### src/rtl/cctmr_pkg.sv
package cctmr_pkg;
  localparam int NCM = 2;                     // pure compare channels
  localparam int NCC = 2;                     // dual-role channels
  localparam int NWR = NCM + NCC;             // writable value registers
  localparam int RUN_BIT = 0;
  localparam int INTV_BIT = 1;
  localparam int CAPM_LSB = 2;                // one capture-mode bit per channel
  localparam int EDGE_LSB = CAPM_LSB + NCC;   // two edge-select bits per channel
  localparam int CTRL_W = EDGE_LSB + 2 * NCC;
  localparam logic [2:0] ADDR_CTRL = 3'd0;
  localparam logic [2:0] ADDR_VAL0 = 3'd1;    // first of NWR value addresses
  localparam logic [2:0] ADDR_CLR = 3'd5;

  typedef struct packed {
    logic step;              // counter advances this cycle
    logic zero;              // counter loads zero this cycle
    logic [NCC-1:0] capMode; // channel is in capture role
    logic [NCC-1:0] capLoad; // channel captures this cycle
    logic [NWR-1:0] wrSel;   // value register write enables
  } tmrStrb_t;
endpackage

### src/rtl/cctmr_ctrl.sv
module cctmr_ctrl
  import cctmr_pkg::*;
#(
  parameter int W = 16
) (
  input  logic              clk,
  input  logic              rstN,
  input  logic              cntEn,
  input  logic              wrEn,
  input  logic [2:0]        wrAddr,
  input  logic [CTRL_W-1:0] cfgData,
  input  logic [NCC-1:0]    capIn,
  input  logic [W-1:0]      count,
  input  logic              hitPeriod,
  output tmrStrb_t          strb,
  output logic              ovfFlag
);
  localparam logic [W-1:0] PRE_MAX = {{(W-1){1'b1}}, 1'b0};

  logic [CTRL_W-1:0] ctrlReg;
  logic [NCC-1:0] syncA, syncB, syncC, edgeHit;
  logic [NWR-1:0] wrSel;
  logic run, interval, step, ovfSet, ovfClr;

  assign run      = ctrlReg[RUN_BIT];
  assign interval = ctrlReg[INTV_BIT];
  assign step     = run && cntEn;
  assign ovfSet   = step && !interval && (count == PRE_MAX);
  assign ovfClr   = wrEn && (wrAddr == ADDR_CLR) && cfgData[0];

  for (genvar ch = 0; ch < NCC; ch++) begin : g_edge
    logic [1:0] sel;
    assign sel = ctrlReg[EDGE_LSB + 2*ch +: 2];
    assign edgeHit[ch] = (sel[0] & syncB[ch] & ~syncC[ch]) |
                         (sel[1] & ~syncB[ch] & syncC[ch]);
  end

  for (genvar k = 0; k < NWR; k++) begin : g_wsel
    assign wrSel[k] = wrEn && (wrAddr == ADDR_VAL0 + 3'(k));
  end

  always_comb begin
    strb.step    = step;
    strb.zero    = !run || (step && interval && hitPeriod);
    strb.capMode = ctrlReg[CAPM_LSB +: NCC];
    strb.capLoad = ctrlReg[CAPM_LSB +: NCC] & edgeHit;
    strb.wrSel   = wrSel;
  end

  always_ff @(posedge clk or negedge rstN) begin
    if (!rstN) begin
      ctrlReg <= '0;
      syncA   <= '0;
      syncB   <= '0;
      syncC   <= '0;
      ovfFlag <= 1'b0;
    end else begin
      if (wrEn && wrAddr == ADDR_CTRL) ctrlReg <= cfgData;
      syncA <= capIn;
      syncB <= syncA;
      syncC <= syncB;
      if (ovfSet)      ovfFlag <= 1'b1;
      else if (ovfClr) ovfFlag <= 1'b0;
    end
  end
endmodule

### src/rtl/cctmr_dp.sv
module cctmr_dp
  import cctmr_pkg::*;
#(
  parameter int W = 16
) (
  input  logic           clk,
  input  logic           rstN,
  input  tmrStrb_t       strb,
  input  logic [W-1:0]   wrData,
  output logic [W-1:0]   count,
  output logic           hitPeriod,
  output logic [NCM-1:0] cmIrq,
  output logic [NCC-1:0] ccIrq,
  output logic [W-1:0]   ccVal [NCC]
);
  localparam logic [W-1:0] ONE = W'(1);

  logic [W-1:0] cmReg [NCM];
  logic [W-1:0] ccReg [NCC];
  logic [NCM-1:0] cmHit;
  logic [NCC-1:0] ccHit;

  always_comb begin
    for (int i = 0; i < NCM; i++) cmHit[i] = (count == cmReg[i]);
    for (int i = 0; i < NCC; i++) ccHit[i] = (count == ccReg[i]);
  end

  assign hitPeriod = cmHit[0];
  assign ccVal = ccReg;

  always_ff @(posedge clk or negedge rstN) begin
    if (!rstN) begin
      count <= '0;
      cmIrq <= '0;
      ccIrq <= '0;
      for (int i = 0; i < NCM; i++) cmReg[i] <= '0;
      for (int i = 0; i < NCC; i++) ccReg[i] <= '0;
    end else begin
      if (strb.zero)      count <= '0;
      else if (strb.step) count <= count + ONE;
      cmIrq <= cmHit & {NCM{strb.step}};
      ccIrq <= strb.capLoad | (~strb.capMode & ccHit & {NCC{strb.step}});
      for (int i = 0; i < NCM; i++)
        if (strb.wrSel[i]) cmReg[i] <= wrData;
      for (int i = 0; i < NCC; i++) begin
        if (strb.capLoad[i])          ccReg[i] <= count;
        else if (strb.wrSel[NCM + i]) ccReg[i] <= wrData;
      end
    end
  end
endmodule

### src/rtl/cc_timer.sv
module cc_timer
  import cctmr_pkg::*;
#(
  parameter int W = 16
) (
  input  logic           clk,
  input  logic           rstN,
  input  logic           cntEn,
  input  logic           wrEn,
  input  logic [2:0]     wrAddr,
  input  logic [W-1:0]   wrData,
  input  logic [NCC-1:0] capIn,
  output logic [W-1:0]   count,
  output logic           ovfFlag,
  output logic [NCM-1:0] cmIrq,
  output logic [NCC-1:0] ccIrq,
  output logic [W-1:0]   ccVal0,
  output logic [W-1:0]   ccVal1
);
  tmrStrb_t strb;
  logic hitPeriod;
  logic [W-1:0] ccVal [NCC];

  cctmr_ctrl #(.W(W)) u_ctrl (
    .clk(clk), .rstN(rstN), .cntEn(cntEn), .wrEn(wrEn), .wrAddr(wrAddr),
    .cfgData(wrData[CTRL_W-1:0]), .capIn(capIn), .count(count),
    .hitPeriod(hitPeriod), .strb(strb), .ovfFlag(ovfFlag)
  );

  cctmr_dp #(.W(W)) u_dp (
    .clk(clk), .rstN(rstN), .strb(strb), .wrData(wrData), .count(count),
    .hitPeriod(hitPeriod), .cmIrq(cmIrq), .ccIrq(ccIrq), .ccVal(ccVal)
  );

  assign ccVal0 = ccVal[0];
  assign ccVal1 = ccVal[1];
endmodule

### config.mk
export PLATFORM = sky130hd
export DESIGN_NAME = cc_timer
export DESIGN_NICKNAME = d
export VERILOG_FILES = /design/src/rtl/cctmr_pkg.sv /design/src/rtl/cctmr_ctrl.sv /design/src/rtl/cctmr_dp.sv /design/src/rtl/cc_timer.sv
export SDC_FILE = /design/constraint.sdc
export NUM_CORES = 1
export LEC_CHECK = 0
export ABC_AREA = 1
export CAP_MARGIN = 10
export CORE_UTILIZATION = 40
export DETAILED_ROUTE_END_ITERATION = 10
export RECOVER_POWER = 50
export SETUP_SLACK_MARGIN = 0.1
export SLEW_MARGIN = 20
export SYNTH_ARGS = -nofsm -noshare
export SYNTH_HDL_FRONTEND = slang
export SYNTH_SLANG_ARGS = --single-unit
### constraint.sdc
create_clock -name clk -period 2 [get_ports clk]
set_clock_uncertainty 0.1 [all_clocks]
set_input_delay 0.5 -clock clk [delete_from_list [all_inputs] [get_ports clk]]
set_output_delay 0.5 -clock clk [all_outputs]
set_load 0.03 [all_outputs]
======== Word level (Yosys, flattened, before mapping) ========
Cells that the tools add are included.
storage, ports and cells
  bits in registers ....................... 99
  bits of input ports ..................... 25
  word-level logic and storage cells ...... 71
cells by class
  add/sub/neg operators ................... 1
  equal/unequal tests ..................... 10
  multiplexer cells ....................... 8
  bitwise logic cells ..................... 20
  reduce and logical (&&, ||, !) cells .... 20
operators by type and width
  operator                                        number
  two-way mux 16 bit                              6
  == test 16 bit                                  4
  adder 16 x 1 -> 16 bit (second input constant)  1
  == test 16 bit (second input constant)          1
  logical AND 1 bit                               12
  AND 1 bit                                       8
  AND 2 bit                                       4
  nonzero test 2 bit                              4
  == test 3 x 2 -> 1 bit (second input constant)  2
  == test 3 bit (second input constant)           2
  inverter 1 bit                                  4
  == test 3 x 1 -> 1 bit (second input constant)  1
  logical NOT 3 bit                               1
  logical NOT 1 bit                               2
  two-way mux 1 bit                               2
  inverter 2 bit                                  1
  bitwise OR 1 bit                                2
  bitwise OR 2 bit                                1
  logical OR 1 bit                                1

======== Depth between registers and ports, before layout ========
  depth after elaboration ................. 6
  depth in mapped cells ................... 11

======== Hierarchy ========
A second synthesis with hierarchy kept.
unflattened totals
  cells, all modules ...................... 707
  area total of the unflattened synthesis .. 5527.8 um2
modules (own cells, without submodules)
  module      times used  cells an instance  area an instance (um2)  seq. area each (um2)
  cctmr_dp    1           624                4832.1                  2102.0
  cctmr_ctrl  1           83                 695.7                   375.4

======== Worst setup path after synthesis ========
No wires, ideal clock.
  path type ............................... register to register
  start ................................... register u_dp.count[1]
  end ..................................... register u_dp.count[3]
  setup time .............................. 0.120 ns
  arrival time ............................ 1.563 ns
  data required time ...................... 1.780 ns
  setup slack ............................. 0.216 ns
  cell stages (with the launch flop) ...... 12
  buffers on the path ..................... 2
  path through ............................ dfrtp_1 > clkbuf_2 > inv_1 > nand2_1 > nand2_1 > nor2_1 > nand2_1 > nor2_2 > nand3_4 > nand2_2 > buf_6 > nor2_1
between the ends
  cells in the longest elaborated chain, start to end .. 4
  elaborated cells between the ends (all ways) .. 7
  classes of those cells .................. add/sub (1); eq/ne (1); mux (2); reduce/logical (3)
RTL lines
  what                                                            RTL line        source
  start, declared                                                 cctmr_dp.sv:10  output logic [W-1:0] count,
  start signal, assigned                                          cctmr_dp.sv:40  else if (strb.step) count <= count + ONE;
  branches (longest 4 deep; another with adder 16 x 1 -> 16 bit)  n/a
Several ways; the timed one is not identified. The select of a mux whose other input is x is not followed.
A chain may end at the register's enable or synchronous reset.

======== Final worst setup path ========
  start ................................... register u_dp.count[14]
  end ..................................... output count[14]
RTL lines
  what           RTL line        source
  end, declared  cc_timer.sv:13  output logic [W-1:0] count,
No word-level cell between the ends.

==> summary.txt <==
Worst setup path
  • Critical Path Max Stage Delay: 510 ps
  • Worst R2R Start: u_dp.count[0]
  • Critical Path Sink Type: primary output
  • Crit-path slowest cell: dfrtp_1
  • Worst Setup EP: count[14]
  • CP max FO: 5
  • Crit path DAT: 1280 ps
  • Crit path max-delay family: flip-flops
  • RR Endpoint: u_dp.count[12]
  • Flop2flop setup slack: 190 ps
  • Worst path depth: 1
  • WS Path Type: reg -> out
  • Crit path launch: u_dp.count[14]
  • Number of cells on the worst reg-to-reg path: 6
  • Crit path required time: 1400 ps
  • Critical-path cell list: clkdlybuf4s15_1
  • CP bufs+invs: 1
  • CP Launch Type: flip-flop

Timing
  • F_max: 533 MHz
  • Final setup TNS: 0 ps
  • Fin. Hold Viols: 0
  • Post-layout minimum cycle time: 1880 ps
  • Unrepaired setup endpoints after global routing: false
  • Final setup violation count: 0
  • Final Max Tran Viols: 0
  • Max_slew headroom: 0.485
  • Fin crit share: 0.938
  • Slew @ Worst Pin: 773 ps
  • WHS: 253 ps
  • Final worst slack: 125 ps

Clock network
  • CTS root buffer: clkbuf_16
  • CTS tree: done
  • Clock Pin Slew Worst Setup and Hold Paths: 70 ps
  • CTS H-tree depth: 3
  • Clock Path Buffers: 2
  • CTS sink cnt: 99
  • Clk_lat worst skew: 350 ps
  • Setup bufs post-CTS: 0
  • Total CTS buffers: 9

Finish
  • Share of post-route cells with drive strength above 1: 0.109
  • Layout area overhead: 28.1%
  • Ant diodes: 0
  • Non-filler instance count after layout: 935
  • Total Nets Final: 785
  • Layout Utilization: 0.527
  • Fin area: 6660 um^2
  • Layout fillers: 1240

Drt
  • Via density per instance: 5.17
  • DR vias: 4837
  • Drt pass-1 iters: 5
  • Routed WL: 15.4 mm
  • Post-route DRC violation count: 0
  • DRT iter0 DRCs: 341
  • Wire per inst: 16.5 um
  • Post-route ant nets: 0

Floorplanning
  • Chip Height: 116 um
  • Die area: 13500 um^2
  • Core Box Area: 12600 um^2
  • Rows: 41
  • Die width: 116 um
  • # IOs: 78
  • Initial core utilization: 0.412

Placement
  • Buffers added on ports: 77
  • Placed insts: 918
  • Final GP Congestion: 0.948
  • Placed cell area: 6430 um^2
  • Pre-CTS WS: -61.0 ps
  • Hpwl dp: 12.2 mm

Min path
  • HP Class: reg -> reg

Logic synthesis
  • Adder-cell share of the synthesized area: 0.00482
  • Synth Area in Compound Gates: 0.110
  • Top_reg_cell synth: dfrtp_1
  • Cell variety after synth: 32
  • Post-Syn Area per Cell: 7.93 um^2
  • Post-Synth XOR/XNOR Area: 0.0556
  • Post-synth ARST share: 1.00
  • Multiplexer area fraction after synthesis: 0
  • Post-Synth Simple-Gate Area: 0.262
  • Count of flip-flops with a built-in enable after synthesis: 0
  • Largest family of logic cells by synthesized area: simple AND/OR/NAND/NOR gates
  • Yosys reg bits: 99
  • Synth Instances: 655
  • Syn Nets: 682
  • Post-Syn Area: 5200 um^2
  • Sequential share of the synthesized area: 0.477
  • YS warnings: 0

Global routing
  • First-pass GRT wire length: 24.2 mm
  • Vias in the first global route: 4420
  • GR Overflow Total: 0
  • Initial antenna violation count: 0
  • GRT Util Overall: 0.246
  • Largest net degree at the start of global routing: 43

Power and ir drop
  • Maximum VDD drop: 0.000488 V
  • Total leakage power: 3.30 nW
  • Tot Pwr: 5.98 mW
  • Pwr Density: 899 nW/um^2

Outcome
  • Status: finished clean

Job
  • Maxcap violations: 0
==> routing by layer <==
layer | track usage | wire, um | share of wire
met5 | 0 | 0 | 0
met4 | 0.0974 | 375 | 0.024
met3 | 0.0371 | 922 | 0.060
met2 | 0.374 | 6930 | 0.45
met1 | 0.353 | 7180 | 0.47
==> where the power goes <==
part           total (mW)  internal (mW)  switching [mW]
combinational        1.49          0.565           0.924
sequential           2.58           2.30           0.281
clock                1.92           1.16           0.752
==> placed cells by master, fill, tap and decap left out, drive strengths merged <==
cell / count
clkdlybuf4s50: 20
a31oi: 1
nand4: 13
nand3: 70
inv: 79
xor2: 18
o22ai: 1
a21oi: 6
xnor2: 15
nand2: 177
buf: 41
dlygate4sd3: 4
o221ai: 15
clkinv: 2
nor2: 45
dfrtp: 99
clkbuf: 24
nor3: 7
o2111ai: 1
a211oi: 2
ha: 2
nor4: 2
o211ai: 17
bufinv: 2
clkinvlp: 1
o21ai: 49
dlygate4sd2: 44
nand3b: 2
clkdlybuf4s15: 4
==> cell usage after synthesis, types with 2 or more instances <==
master | count | area share
nand2_1 | 176 | 0.13
dfrtp_1 | 99 | 0.48
inv_1 | 69 | 0.050
nand3_1 | 68 | 0.065
o21ai_0 | 49 | 0.047
nor2_1 | 42 | 0.030
xor2_1 | 18 | 0.030
o211ai_1 | 17 | 0.025
clkbuf_1 | 16 | 0.012
o221ai_1 | 15 | 0.025
xnor2_1 | 15 | 0.025
nand4_1 | 13 | 0.016
inv_2 | 10 | 0.0072
buf_4 | 9 | 0.013
nor3_1 | 7 | 0.0067
a21oi_1 | 6 | 0.0058
buf_2 | 5 | 0.0048
a211oi_1 | 2 | 0.0029
clkbuf_2 | 2 | 0.0019
ha_1 | 2 | 0.0048
nand3b_1 | 2 | 0.0029
nor2_2 | 2 | 0.0024
nor4_1 | 2 | 0.0024
==> what timing repair did <==
| action | in CTS | in global routing |
|---|---|---|
| endpoints found under the setup margin | 54 | 21 |
| gates cloned | 0 | 0 |
| resized for setup | 56 | 15 |
| endpoints found under the hold margin | 28 | 0 |
| hold buffers | 1 | 0 |
==> how the worst min path moves through the flow <==
stage | start | endpoint | cells past startpoint
floorplan | rstN | u_ctrl.ctrlReg[0] | 0
CTS | u_ctrl.syncA[0] | u_ctrl.syncB[0] | 0
global route | u_ctrl.syncA[1] | u_ctrl.syncB[1] | 0
detailed placement | u_ctrl.syncA[0] | u_ctrl.syncB[0] | 0
global placement | u_ctrl.syncA[0] | u_ctrl.syncB[0] | 0
finish | u_ctrl.syncA[0] | u_ctrl.syncB[0] | 0
==> cells by family after synthesis <==
family	Yosys count
buffers and inverters	113
adders and majority gates	2
and+or+nand+nor	316
AOI/OAI and AO/OA	92
DFF	99
xor gates and xnor gates	33
==> state kept, by name, indices dropped and copies added, names as in the netlist, 8 cells and up <==
signal and count:
u_ctrl.ctrlReg 8, u_dp.ccVal 32, u_dp.cmReg 32, u_dp.count 16
==> area by class of cell <==
cell class | count | area (um^2) | area share
Clock buffer | 12 | 256 | 0.0385
Clock inverter | 4 | 72.6 | 0.0109
Inverter | 80 | 300 | 0.0451
Multi-Input combinational cell | 443 | 2250 | 0.339
Sequential cell | 99 | 2480 | 0.372
Tap cell | 172 | 215 | 0.0323
Timing Repair Buffer | 125 | 1080 | 0.162
Power figures use the tool's default switching activity.
